## config.mk

```make
export PLATFORM = sky130hd
export DESIGN_NAME = clmul_quad
export DESIGN_NICKNAME = d
export VERILOG_FILES = /design/src/rtl/clmul_pkg.sv /design/src/rtl/clmul_rst_sync.sv /design/src/rtl/clmul_qw_select.sv /design/src/rtl/clmul_group_accum.sv /design/src/rtl/clmul_quad.sv
export SDC_FILE = /design/constraint.sdc
export NUM_CORES = 2
export LEC_CHECK = 0
export BUFFER_PORTS_ARGS = -buffer_cell sky130_fd_sc_hd__buf_4
export CORE_MARGIN = 4
export CORE_UTILIZATION = 50
export CTS_CLUSTER_SIZE = 10
export DETAILED_ROUTE_END_ITERATION = 10
export PLACE_DENSITY = 0.67
export SKIP_CTS_REPAIR_TIMING = 1
export SYNTH_ARGS = -nofsm -noshare
export SYNTH_HDL_FRONTEND = slang
export SYNTH_HIERARCHICAL = 1
export SYNTH_SLANG_ARGS = --single-unit
```

## constraint.sdc

```tcl
create_clock -name clk -period 29.2 [get_ports clk]
set_clock_uncertainty 0.1 [all_clocks]
set_input_delay 5.84 -clock clk [delete_from_list [all_inputs] [get_ports clk]]
set_output_delay 5.84 -clock clk [all_outputs]
set_load 0.05 [all_outputs]
```

## src/rtl/clmul_pkg.sv

```systemverilog
package clmul_pkg;
  // Half of a 128-bit source operand that feeds the multiplier
  typedef enum logic {
    HALF_LO = 1'b0,
    HALF_HI = 1'b1
  } half_e;

  // Immediate bit positions that steer the two operand selects
  localparam int SEL_SRC1_BIT = 0;
  localparam int SEL_SRC2_BIT = 4;

  // Pipeline depth from request to product
  localparam int PIPE_LAT = 3;
endpackage

```

## src/rtl/clmul_rst_sync.sv

```systemverilog
module clmul_rst_sync (
  input  logic clk,
  input  logic rst_n,
  output logic rst_sync_n
);
  logic meta_q;
  logic sync_q;

  always_ff @(posedge clk or negedge rst_n) begin
    if (!rst_n) begin
      meta_q <= 1'b0;
      sync_q <= 1'b0;
    end else begin
      meta_q <= 1'b1;
      sync_q <= meta_q;
    end
  end

  assign rst_sync_n = sync_q;
endmodule

```

## src/rtl/clmul_qw_select.sv

```systemverilog
module clmul_qw_select
  import clmul_pkg::*;
#(
  parameter int QW_W = 64
) (
  input  logic [2*QW_W-1:0] src,
  input  half_e             half,
  output logic [QW_W-1:0]   qw
);
  always_comb begin
    if (half == HALF_HI) qw = src[2*QW_W-1:QW_W];
    else                 qw = src[QW_W-1:0];
  end
endmodule

```

## src/rtl/clmul_group_accum.sv

```systemverilog
module clmul_group_accum #(
  parameter int QW_W  = 64,
  parameter int FIRST = 0,
  parameter int ROWS  = 16
) (
  input  logic [QW_W-1:0]   a,
  input  logic [ROWS-1:0]   b_slice,
  output logic [2*QW_W-1:0] psum
);
  localparam int PROD_W = 2 * QW_W;

  logic [PROD_W-1:0] a_wide;
  assign a_wide = {{QW_W{1'b0}}, a};

  // XOR of the shifted copies of a for the rows owned by this group
  always_comb begin
    psum = '0;
    for (int r = 0; r < ROWS; r++) begin
      if (b_slice[r]) psum = psum ^ (a_wide << (FIRST + r));
    end
  end
endmodule

```

## src/rtl/clmul_quad.sv

```systemverilog
module clmul_quad
  import clmul_pkg::*;
#(
  parameter int QW_W   = 64,
  parameter int NGROUP = 4
) (
  input  logic                clk,
  input  logic                rst_n,
  input  logic                in_valid,
  input  logic [2*QW_W-1:0]   src1,
  input  logic [2*QW_W-1:0]   src2,
  input  logic [7:0]          imm,
  output logic                out_valid,
  output logic [2*QW_W-1:0]   result
);
  localparam int PROD_W = 2 * QW_W;
  localparam int ROWS   = QW_W / NGROUP;

  logic rst_sync_n;

  clmul_rst_sync u_rst_sync (
    .clk        (clk),
    .rst_n      (rst_n),
    .rst_sync_n (rst_sync_n)
  );

  // Immediate decode: only two bits steer the selects
  half_e sel1, sel2;
  logic  unused_imm_bits;
  assign sel1 = half_e'(imm[SEL_SRC1_BIT]);
  assign sel2 = half_e'(imm[SEL_SRC2_BIT]);
  assign unused_imm_bits = ^{imm[7:5], imm[3:1]};

  logic [QW_W-1:0] a_sel, b_sel;

  clmul_qw_select #(.QW_W(QW_W)) u_sel1 (.src(src1), .half(sel1), .qw(a_sel));
  clmul_qw_select #(.QW_W(QW_W)) u_sel2 (.src(src2), .half(sel2), .qw(b_sel));

  // Stage 1: selected operands
  logic            s1_valid_q;
  logic [QW_W-1:0] s1_a_q, s1_b_q;
  logic            s1_en;
  assign s1_en = in_valid;

  always_ff @(posedge clk or negedge rst_sync_n) begin
    if (!rst_sync_n) begin
      s1_valid_q <= 1'b0;
      s1_a_q     <= '0;
      s1_b_q     <= '0;
    end else begin
      s1_valid_q <= in_valid;
      if (s1_en) begin
        s1_a_q <= a_sel;
        s1_b_q <= b_sel;
      end
    end
  end

  // Stage 2: one registered partial sum per row group
  logic              s2_valid_q;
  logic              s2_en;
  logic [PROD_W-1:0] grp_d [NGROUP];
  logic [PROD_W-1:0] grp_q [NGROUP];
  assign s2_en = s1_valid_q;

  for (genvar g = 0; g < NGROUP; g++) begin : g_grp
    clmul_group_accum #(
      .QW_W  (QW_W),
      .FIRST (g * ROWS),
      .ROWS  (ROWS)
    ) u_acc (
      .a       (s1_a_q),
      .b_slice (s1_b_q[g*ROWS +: ROWS]),
      .psum    (grp_d[g])
    );

    always_ff @(posedge clk or negedge rst_sync_n) begin
      if (!rst_sync_n)  grp_q[g] <= '0;
      else if (s2_en)   grp_q[g] <= grp_d[g];
    end
  end

  always_ff @(posedge clk or negedge rst_sync_n) begin
    if (!rst_sync_n) s2_valid_q <= 1'b0;
    else             s2_valid_q <= s1_valid_q;
  end

  // Stage 3: fold the group sums
  logic [PROD_W-1:0] fold_d;
  logic              s3_en;
  assign s3_en = s2_valid_q;

  always_comb begin
    fold_d = '0;
    for (int g = 0; g < NGROUP; g++) fold_d = fold_d ^ grp_q[g];
  end

  logic              out_valid_q;
  logic [PROD_W-1:0] result_q;

  always_ff @(posedge clk or negedge rst_sync_n) begin
    if (!rst_sync_n) begin
      out_valid_q <= 1'b0;
      result_q    <= '0;
    end else begin
      out_valid_q <= s2_valid_q;
      if (s3_en) result_q <= fold_d;
    end
  end

  assign out_valid = out_valid_q;
  assign result    = result_q;
endmodule

```

==> impl_results.md <==
* Placement Setup Slack at 20940 ps
* Cell Pwr Density at 97.8 nW/um2
* Area of the multi-input gates at 62900 um2
* Die Span Y at 439 um
* Critical Path RT at 29750 ps
* H-Tree Depth at 3
* Register Area at 19600 um2
* Asr flop ratio synth at 100%
* Post-Syn Area at 92900 um2
* VDD IR max at 52.8 uV
* Leak at 0.0362 uW
* CP max FO at 39
* Dpl hpwl at 178000 um
* Sequential share of the synthesized area at 20.8%
* Gp weighted congestion at 0.873
* Pre-Repair DR Iteration Count at 9
* Placement Cell Area at 89700 um2
* Post-synthesis xor/xnor area fraction at 39.3%
* Die extent in x at 439 um
* Input/output buffers at 389
* Synth Area in Adders at 0%
* Post-synth EDFFs at 0
* Max-slew violations at 0
* Hold/Removal Path Class: flip-flop to asynchronous set/reset pin
* Mux contribution to synthesized area at 9.80%
* RSZ-0062 raised after global routing: false
* Startpoint Class: input pin
* Least-Margin Pin Slew at 1280 ps
* Wire length per cell at 23.4 um
* Rel. slew slack at 15.0%
* Max clock buf depth at 3
* Root buffer cell: clkbuf_16
* Ys Warns at 6
* Max-cap violations at 0
* Period utilisation layout at 25.4%
* Dominant cell type by area after synthesis: xnor2_1
* Leading post-synthesis cells by instance count: 4076 x nand2_1, 3360 x xnor2_1, 796 x xor2_1
* Rows at 157
* TritonCTS clock tree: done
* Status: finished, final reports clean
* Fill count at 17.2k
* First-pass GRT wire length at 472000 um
* Number of DRC markers in iteration 0 at 9556
* Ratio of cells with drive above 1 in the final layout at 14.6%
* Clock Latency Late Sink at 770 ps
* R2r worst-path depth at 5
* Hold Fails Final Rpt at 0
* Vias/cell at 5.70
* Drt drc at 0
* Synth Area in Simple Gates at 17.1%
* Num CTS Buffers at 101
* TritonCTS Sinks at 773
* Total number of vias at 76.6k
* Synth area leaders: xnor2_1 32%, dfrtp_1 21%, nand2_1 16%
* Largest net degree at the start of global routing at 143
* Area delta synth->final at 0.164%
* WL final at 314000 um
* Synth top area share at 31.7%
* Crit. End Element: flip-flop
* Avg Synthesized Cell Area at 8.19 um2
* Crit path time final at 7430 ps
* Utilization after layout at 50.6%
* Most common cell in the netlist: nand2_1
* CP arrival at 7970 ps
* GRT Overall Usage at 31.6%
* Final ANT Viol Nets at 0
* Final non-filler cell area at 93000 um2
* Main synth FF type: dfrtp_1
* WS Path Type: input pin to flip-flop
* Die footprint at 193000 um2
* Setup_tns at 0 ps
* Number of global-route vias before repair at 77.6k
* # setup viols final at 0
* Flops & latches, synth at 773
* Boundary pin count at 396
* Final WS setup at 21770 ps
* GRT overflow at 0
* Combinational family with the most area after synthesis: XOR/XNOR gates
* Number of antenna violations at the first check in global routing at 11
* Initial Utilization at 50.5%
* Compound-Gate Fraction of Synth Area at 0.690%
* Core Area at 184000 um2
* Syn Inst Count at 11.3k
* F_max at 135 MHz
* Yosys cell types at 19
* Final net count at 11.2k
* Worst-path clk slew at 60 ps
==> area by class of cell <==
class / count / area share [%]
Antenna cell: 4 / 0.0108
Clock buffer: 148 / 3.12
Clock inverter: 30 / 0.437
Multi-Input combinational cell: 9481 / 67.6
Sequential cell: 773 / 21.1
Tap cell: 2464 / 3.31
Timing Repair Buffer: 536 / 4.36
==> stage by stage <==
stage                     cells  hold slack [ps]  power, uW
after floorplan           11523              231       6420
after global placement    13254              204       7560
after detailed placement  13254              223       7690
after CTS                 13432              230       9010
after global routing      13434              235       9510
final                     13436              176       9090
==> placed cells by master, fill, tap and decap left out, drive strengths merged <==
cell type / count
mux2: 768
nor2: 128
clkinvlp: 1
xnor2: 3368
dfrtp: 773
xor2: 796
conb: 197
nand2: 4088
a21oi: 128
and2: 8
bufinv: 7
diode: 4
inv: 3
clkinv: 19
buf: 536
clkbuf: 148
==> worst paths after layout <==
check	from	end	slack [ps]
max	imm[4]	s1_b_q[0]	21770
min	u_rst_sync/rst_sync_n	s1_b_q[23]	180
max reg2reg	u_rst_sync/rst_sync_n	s2_valid_q	24280
min reg2reg	u_rst_sync/rst_sync_n	s1_b_q[23]	180
max in group asynchronous	rst_n	u_rst_sync/rst_sync_n	24130
min in group clk	u_rst_sync/meta_q	u_rst_sync/rst_sync_n	260
==> routing by layer <==
metal | vias up | global-route usage [%] | wire [um]
met1 | 36593 | 38.1 | 112000
met3 | 1572 | 8.12 | 41100
li1 | 32788 | - | -
met4 | 6 | 21.9 | 24700
met2 | 5592 | 49.1 | 136000
met5 | - | 0 | 36
==> worst max-delay path, cell delays in order <==
cell,delay (ps)
buf_4,590
buf_4,730
mux2_2,440
mux2_2,280
==> power by group <==
part           total, uW  switching [uW]  leakage [uW]  internal, uW
clock               1270             526       0.00163           748
sequential          2010             545       0.00886          1470
combinational       5810            3160        0.0258          2650
total               9090            4230        0.0362          4870
==> logic make-up (layout without fill, tap and decap cells) <==
family                 Yosys count  count (layout)
AO/OA/AOI/OAI                  128             128
XOR/XNOR                      4164            4164
buffers and inverters         1269             714
flip-flops                     773             773
multiplexers                   768             768
other                            5             201
AND/OR/NAND/NOR               4224            4224
==> flip-flops by register name (all words and copies together), names as in the netlist <==
register	cells
u_rst_sync/rst_sync_n	1
s1_a_q	64
u_rst_sync/meta_q	1
result	128
s1_valid_q	1
grp_q	512
out_valid	1
s2_valid_q	1
s1_b_q	64
(Power assumes the default switching activity.)
